$ cat src/rtl/i2c_bem_pkg.sv
package i2c_bem_pkg;
   typedef struct packed {
      logic start;
      logic stop;
      logic scl_rise;
      logic sda;
   } bus_evt_t;
endpackage

$ cat src/rtl/i2c_bem_sync.sv
module i2c_bem_sync #(
   parameter int STAGES = 2,
   parameter int WIDTH  = 2
) (
   input  logic             clk,
   input  logic             rst_n,
   input  logic [WIDTH-1:0] d,
   output logic [WIDTH-1:0] q
);
   localparam int LAST = STAGES - 1;

   if (STAGES < 2) begin : g_bad_stages
      $error("i2c_bem_sync: STAGES must be at least 2");
   end
   if (WIDTH < 1) begin : g_bad_width
      $error("i2c_bem_sync: WIDTH must be at least 1");
   end

   logic [WIDTH-1:0] chain [STAGES];

   for (genvar i = 0; i < STAGES; i++) begin : g_stage
      always_ff @(posedge clk or negedge rst_n) begin
         if (!rst_n) chain[i] <= '1;
         else if (i == 0) chain[i] <= d;
         else chain[i] <= chain[(i == 0) ? 0 : i-1];
      end
   end

   assign q = chain[LAST];
endmodule

$ cat src/rtl/i2c_bem_cond.sv
module i2c_bem_cond
   import i2c_bem_pkg::*;
(
   input  logic     clk,
   input  logic     rst_n,
   input  logic     scl_s,
   input  logic     sda_s,
   output bus_evt_t evt
);
   logic scl_p, sda_p;

   always_ff @(posedge clk or negedge rst_n) begin
      if (!rst_n) begin
         scl_p <= 1'b1;
         sda_p <= 1'b1;
      end else begin
         scl_p <= scl_s;
         sda_p <= sda_s;
      end
   end

   always_comb begin
      evt.start    = scl_s & scl_p &  sda_p & ~sda_s;
      evt.stop     = scl_s & scl_p & ~sda_p &  sda_s;
      evt.scl_rise = scl_s & ~scl_p;
      evt.sda      = sda_s;
   end
endmodule

$ cat src/rtl/i2c_bem_flags.sv
module i2c_bem_flags
   import i2c_bem_pkg::*;
(
   input  logic     clk,
   input  logic     rst_n,
   input  bus_evt_t evt,
   input  logic     in_byte,
   input  logic     ack_slot,
   input  logic     is_master,
   input  logic     is_tx,
   input  logic     be_clr,
   input  logic     af_clr,
   output logic     bus_err,
   output logic     ack_fail,
   output logic     stop_required,
   output logic     release_lines,
   output logic     discard_byte,
   output logic     slave_restart,
   output logic     slave_stop
);
   logic bad_start, bad_stop, berr_hit, nack_hit, slave;

   assign slave     = ~is_master;
   assign bad_start = evt.start & in_byte;
   assign bad_stop  = evt.stop  & in_byte;
   assign berr_hit  = bad_start | bad_stop;
   assign nack_hit  = evt.scl_rise & evt.sda & ack_slot & is_tx;

   always_ff @(posedge clk or negedge rst_n) begin
      if (!rst_n) begin
         bus_err       <= 1'b0;
         ack_fail      <= 1'b0;
         stop_required <= 1'b0;
         release_lines <= 1'b0;
         discard_byte  <= 1'b0;
         slave_restart <= 1'b0;
         slave_stop    <= 1'b0;
      end else begin
         bus_err       <= be_clr ? 1'b0 : (bus_err | berr_hit);
         ack_fail      <= af_clr ? 1'b0 : (ack_fail | nack_hit);
         stop_required <= af_clr ? 1'b0 : (stop_required | (nack_hit & is_master));
         release_lines <= slave & (berr_hit | nack_hit);
         discard_byte  <= slave & berr_hit;
         slave_restart <= slave & bad_start;
         slave_stop    <= slave & bad_stop;
      end
   end


   sticky_be_chk: assert property (@(posedge clk) disable iff (!rst_n)
      bus_err && !be_clr |=> bus_err);

   clear_wins_chk: assert property (@(posedge clk) disable iff (!rst_n)
      be_clr |=> !bus_err);

   slave_pulse_excl_chk: assert property (@(posedge clk) disable iff (!rst_n)
      $onehot0({slave_restart, slave_stop}));

   discard_release_chk: assert property (@(posedge clk) disable iff (!rst_n)
      discard_byte |-> release_lines);

   stopreq_af_chk: assert property (@(posedge clk) disable iff (!rst_n)
      stop_required |-> ack_fail);

   master_no_restart_chk: assert property (@(posedge clk) disable iff (!rst_n)
      is_master |=> !slave_restart && !slave_stop && !discard_byte);
endmodule

$ cat src/rtl/i2c_buserr_monitor.sv
module i2c_buserr_monitor
   import i2c_bem_pkg::*;
#(
   parameter int SYNC_STAGES = 2,
   parameter bit IRQ_REG     = 1'b0
) (
   input  logic clk,
   input  logic rst_n,
   input  logic scl_raw,
   input  logic sda_raw,
   input  logic in_byte,
   input  logic ack_slot,
   input  logic is_master,
   input  logic is_tx,
   input  logic irq_en,
   input  logic be_clr,
   input  logic af_clr,
   output logic bus_err,
   output logic ack_fail,
   output logic err_irq,
   output logic release_lines,
   output logic discard_byte,
   output logic slave_restart,
   output logic slave_stop,
   output logic stop_required
);
   localparam int WIRES = 2;

   logic [WIRES-1:0] wires_s;
   bus_evt_t         evt;
   logic             irq_raw;

   i2c_bem_sync #(.STAGES(SYNC_STAGES), .WIDTH(WIRES)) u_sync (
      .clk(clk), .rst_n(rst_n), .d({scl_raw, sda_raw}), .q(wires_s)
   );

   i2c_bem_cond u_cond (
      .clk(clk), .rst_n(rst_n), .scl_s(wires_s[1]), .sda_s(wires_s[0]), .evt(evt)
   );

   i2c_bem_flags u_flags (
      .clk(clk), .rst_n(rst_n), .evt(evt), .in_byte(in_byte),
      .ack_slot(ack_slot), .is_master(is_master), .is_tx(is_tx),
      .be_clr(be_clr), .af_clr(af_clr), .bus_err(bus_err),
      .ack_fail(ack_fail), .stop_required(stop_required),
      .release_lines(release_lines), .discard_byte(discard_byte),
      .slave_restart(slave_restart), .slave_stop(slave_stop)
   );

   assign irq_raw = irq_en & (bus_err | ack_fail);

   if (IRQ_REG) begin : g_irq_reg
      always_ff @(posedge clk or negedge rst_n) begin
         if (!rst_n) err_irq <= 1'b0;
         else err_irq <= irq_raw;
      end
   end else begin : g_irq_comb
      assign err_irq = irq_raw;

      irq_gate_chk: assert property (@(posedge clk) disable iff (!rst_n)
         !irq_en |-> !err_irq);

      irq_source_chk: assert property (@(posedge clk) disable iff (!rst_n)
         err_irq |-> (bus_err || ack_fail));
   end
endmodule

$ cat config.mk
export PLATFORM = sky130hd
export DESIGN_NAME = i2c_buserr_monitor
export DESIGN_NICKNAME = d
export VERILOG_FILES = /design/src/rtl/i2c_bem_pkg.sv /design/src/rtl/i2c_bem_sync.sv /design/src/rtl/i2c_bem_cond.sv /design/src/rtl/i2c_bem_flags.sv /design/src/rtl/i2c_buserr_monitor.sv
export SDC_FILE = /design/constraint.sdc
export NUM_CORES = 1
export LEC_CHECK = 0
export BUFFER_PORTS_ARGS = -buffer_cell sky130_fd_sc_hd__buf_2
export CORE_UTILIZATION = 23
export CTS_CLUSTER_SIZE = 12
export DETAILED_ROUTE_END_ITERATION = 7
export PLACE_DENSITY_LB_ADDON = 0.3
export SYNTH_ARGS = -nofsm -noshare
export SYNTH_HDL_FRONTEND = slang
export SYNTH_HIERARCHICAL = 1
export SYNTH_SLANG_ARGS = --single-unit
$ cat constraint.sdc
create_clock -name clk -period 1.6 [get_ports clk]
set_clock_uncertainty 0.2 [all_clocks]
set_input_delay 0.16 -clock clk [delete_from_list [all_inputs] [get_ports clk]]
set_output_delay 0.16 -clock clk [all_outputs]
set_load 0.02 [all_outputs]
== Word level (Yosys, flattened, before mapping) ==
Index checks and enable logic that the tools add are counted.

* Input bits: 11
* Word-level logic and storage cells: 41
* Bits in registers: 13

* Multiplexer cells: 3
* Bitwise operators: 27

{| class="wikitable"
|+ Operators with widths
! cell !! number
|-
| $and 1x1->1 || 17
|-
| $or 1x1->1 || 6
|-
| $not 1->1 || 4
|-
| $mux 1 || 3
|}

== Longest topological paths before layout ==
* Depth in word-level cells: 8
* Gate-level depth with buffers: 4
* Gate-level depth less buffers: 3

== Hierarchy ==
The synthesis kept the hierarchy.

{| class="wikitable"
|+ By module, submodules not included
! module !! cells an instance !! area an instance (um^2) !! times used
|-
| i2c_bem_flags || 21 || 264.0 || 1
|-
| i2c_bem_sync || 6 || 120.1 || 1
|-
| i2c_bem_cond || 6 || 86.3 || 1
|-
| i2c_buserr_monitor || 1 || 7.5 || 1
|}

== Worst setup path before layout ==
No wires, ideal clock.

* Path kind: reg2reg
* Start: register u_sync.chain, in the netlist u_sync/q[0]
* End: register u_flags.release_lines
* Clock period less this slack: 1,535 ps
* Path buffers: 1
* Stages on the path, launching flop included: 5
* Library setup time: 124 ps
* Required time: 1,276 ps
* Arrival time: 1,211 ps
* Setup slack: 65 ps
* Cells stage by stage: dfstp_2 -> buf_4 -> and4b_1 -> and3b_1 -> a211o_1

{| class="wikitable"
|+ RTL lines
! item !! RTL line !! text
|-
| start: declaration || i2c_bem_sync.sv:19 || <nowiki>logic [WIDTH-1:0] chain [STAGES];</nowiki>
|-
| start signal: indexed assignment || i2c_bem_sync.sv:25 || <nowiki>else chain[i] <= chain[(i == 0) ? 0 : i-1];</nowiki>
|-
| end signal: assignment || i2c_bem_flags.sv:42 || <nowiki>release_lines <= slave & (berr_hit | nack_hit);</nowiki>
|-
| end: declaration || i2c_bem_flags.sv:16 || <nowiki>output logic release_lines,</nowiki>
|}

==> run metrics <==
outcome finished, final reports clean; synth unique cells 17; Inst Count DP 76; clock sinks 13; Mean Syn Cell Area 14.06 sq um; worst-skew pair later-pin latency around 0.27 ns; Util after Layout a little over a third; sequential-to-total area share from yosys stat a little over two thirds; Max VDD drop between 0.4 and 0.5 mV; Compound-Gate Fraction of Synth Area roughly 8.1%; clock slew seen by the registers of the worst setup and hold paths ~0.070 ns; Critical Path RT ~1.6 ns; drt pass-1 iters 2; CTS Buffer Depth 2; crit start category flip-flop; endpoints failing setup 0; main combinational cell family by area after synthesis simple AND/OR/NAND/NOR gates; final hold vios 0; actual slew at the worst max-slew pin 0.2830 ns; total CTS buffers 3; Synth Cell Area about 480 sq um; CP max stage delay 0.56 ns; Net count, final 74; register bit total from synthesis 13; Setup crit end kind flip-flop; relative slew slack between 80 and 90%; category of the most critical setup path flip-flop to flip-flop; syn_nets 45; crit path time final around 1.5 ns; Horiz. Die Dim approximately 48 um; grt total ovfl 0; setup TNS 0 ns; GPL Wtd Cong about 0.70; Layout Cells excl Fill 89; Slew Limit Fails 0; Cell Chain, Critical Path and4b_1 > and3b_1 > a211o_1; hold slack final between 0.08 and 0.09 ns; post-synthesis instance total 34; register share of total power between 50 and 60%; starting density of the core 24.36%; Avg WL per Cell 9.011 um; Max Cap Viol 0; Yosys warning count 6; Std-Cell Rows 16; first-pass GRT wire length ~1300 um; unrepaired setup endpoints after global routing false; Comb pwr share under 10%; # DRC 0; Post-DRT Antenna Nets 0; pwr/cell area around 870 nW/um^2; Final WS setup around 0.064 ns; Slowest cell on crit path dfstp_2; GRT Overall Usage a little under a tenth; final WL between 800 and 900 um; H-tree levels 1; final period utilization 95.99%; CTS tree built; number of global-route vias before repair 341; Fillers approximately 210; PortBufs 18; via count 350; initial antenna violation count 0; CP arrival roughly 1.5 ns; CP max FO 5; DRT iter0 DRCs 2; worst slack, placed between 0.07 and 0.08 ns; post-synthesis adder-cell area fraction 0%; post-synthesis mux area share 0%; io pins 19; die area roughly 2300 sq um; core footprint slightly below 2000 sq um; Clk pwr share about a third; flop-to-flop setup slack 0.06 ns; Internal Power 0.0004740 W; Clock Tree Root clkbuf_4; Pleak about 0.36 nW; Post-Synth XOR/XNOR Area 0%; Sw Share 21.37%; pin count of the biggest net entering global routing 14; Syn-to-layout area delta 45.55%; class of the worst hold path input port to asynchronous set/reset pin; Vias per Instance slightly below 4; Psw about 0.00013 W; maximum clock rate 0.6511 GHz; DIE HEIGHT ~48 um; share of cells above drive strength 1 45.16%; Synth Area in Simple Gates between 15 and 20%; Antenna diodes 0
==> stage by stage <==
stage          cell area (sq um)  power (W)
6_report                   695.7  0.0006028
5_1_grt                    695.7  0.0006393
4_1_cts                    695.7  0.0006206
3_5_place_dp               579.3  0.0003976
3_3_place_gp               579.3  0.0003972
2_1_floorplan              478.0  0.0003760
==> registers in the layout, summed over array words and instances (netlist names) <==
signal                 count
u_sync/chain               2
u_flags/ack_fail           1
u_flags/slave_stop         1
u_flags/discard_byte       1
u_flags/slave_restart      1
u_flags/release_lines      1
u_cond/scl_p               1
u_sync/q                   2
u_flags/stop_required      1
u_cond/sda_p               1
u_flags/bus_err            1
==> cell usage after synthesis <==
cell type	instances	area share, %
dfrtp_1	7	37
dfstp_2	6	33
buf_4	3	4.7
inv_1	3	2.4
a21oi_1	2	2.1
and4b_1	2	4.2
a211o_1	1	1.8
and3b_1	1	1.8
and3b_2	1	2.1
and4_1	1	1.8
nand2b_1	1	1.3
nand4_1	1	1.3
nor2b_1	1	1.3
o21a_1	1	1.6
o21ai_0	1	1.0
o31ai_1	1	1.6
or2_1	1	1.3
==> placed cells by master (no fill, tap or decap), drive strengths merged <==
| master | instances |
|---|---|
| and4b | 2 |
| dfstp | 6 |
| and4 | 1 |
| nor2b | 1 |
| or2 | 1 |
| o31ai | 1 |
| a21oi | 2 |
| buf | 18 |
| and3b | 2 |
| dfrtp | 7 |
| inv | 3 |
| nand4 | 1 |
| dlygate4sd3 | 9 |
| nand2b | 1 |
| clkbuf | 4 |
| o21ai | 1 |
| o21a | 1 |
| a211o | 1 |
==> cell type report <==
| cell class | instances | area (sq um) | area share (%) |
|---|---|---|---|
| well taps | 27 | 33.78 | 4.856 |
| multi-input cells | 15 | 111.4 | 16.01 |
| repair buffers | 27 | 180.2 | 25.90 |
| clock buffers | 4 | 26.28 | 3.777 |
| inverters | 3 | 11.26 | 1.619 |
| flip-flops and latches | 13 | 332.8 | 47.84 |
==> per-layer routing <==
layer / GRT usage, % / vias up / routed length (um)
met4: 5.000 / 0 / 0
met2: 15.07 / 15 / 394
met3: 5.660 / 0 / 59
met5: 0 / - / 0
met1: 8.858 / 165 / 348
li1: - / 170 / -
==> power by group through the flow <==
stage	registers, W	clock network (W)	logic (W)
2_1_floorplan	0.000360	0	0.0000165
3_3_place_gp	0.000357	0	0.0000400
3_5_place_dp	0.000357	0	0.0000402
4_1_cts	0.000352	0.000212	0.0000572
5_1_grt	0.000353	0.000224	0.0000628
6_report	0.000351	0.000195	0.0000562
==> kinds of logic after synthesis <==
kind of cell           Yosys count
AO/OA/AOI/OAI                    6
flip-flops                      13
AND/OR/NAND/NOR                  9
buffers and inverters            6
==> final timing paths <==
path / startpoint / to / depth (start not counted)
hold reg to reg: u_sync/chain[2] / u_sync/q[0] / 0
setup reg to reg: u_sync/q[0] / u_flags/release_lines / 3
setup / recovery: u_sync/q[0] / u_flags/release_lines / 3
hold / removal: rst_n / u_flags/stop_required / 2
max in group asynchronous: rst_n / u_sync/chain[2] / 2
min in group clk: u_sync/chain[2] / u_sync/q[0] / 0
==> worst max-delay path, delay by kind of cell (launching register included) <==
| kind | cells | cell delay (ns) |
|---|---|---|
| AOI/OAI and AO/OA | 1 | 0.27 |
| DFF | 1 | 0.56 |
| and+or+nand+nor | 2 | 0.40 |
==> repair_timing <==
action                                 CTS  global route
endpoints found under the hold margin   20             0
buffers inserted                         0             0
hold buffers                             9             0
gates resized for setup                  0             0
(Power assumes the default switching activity.)
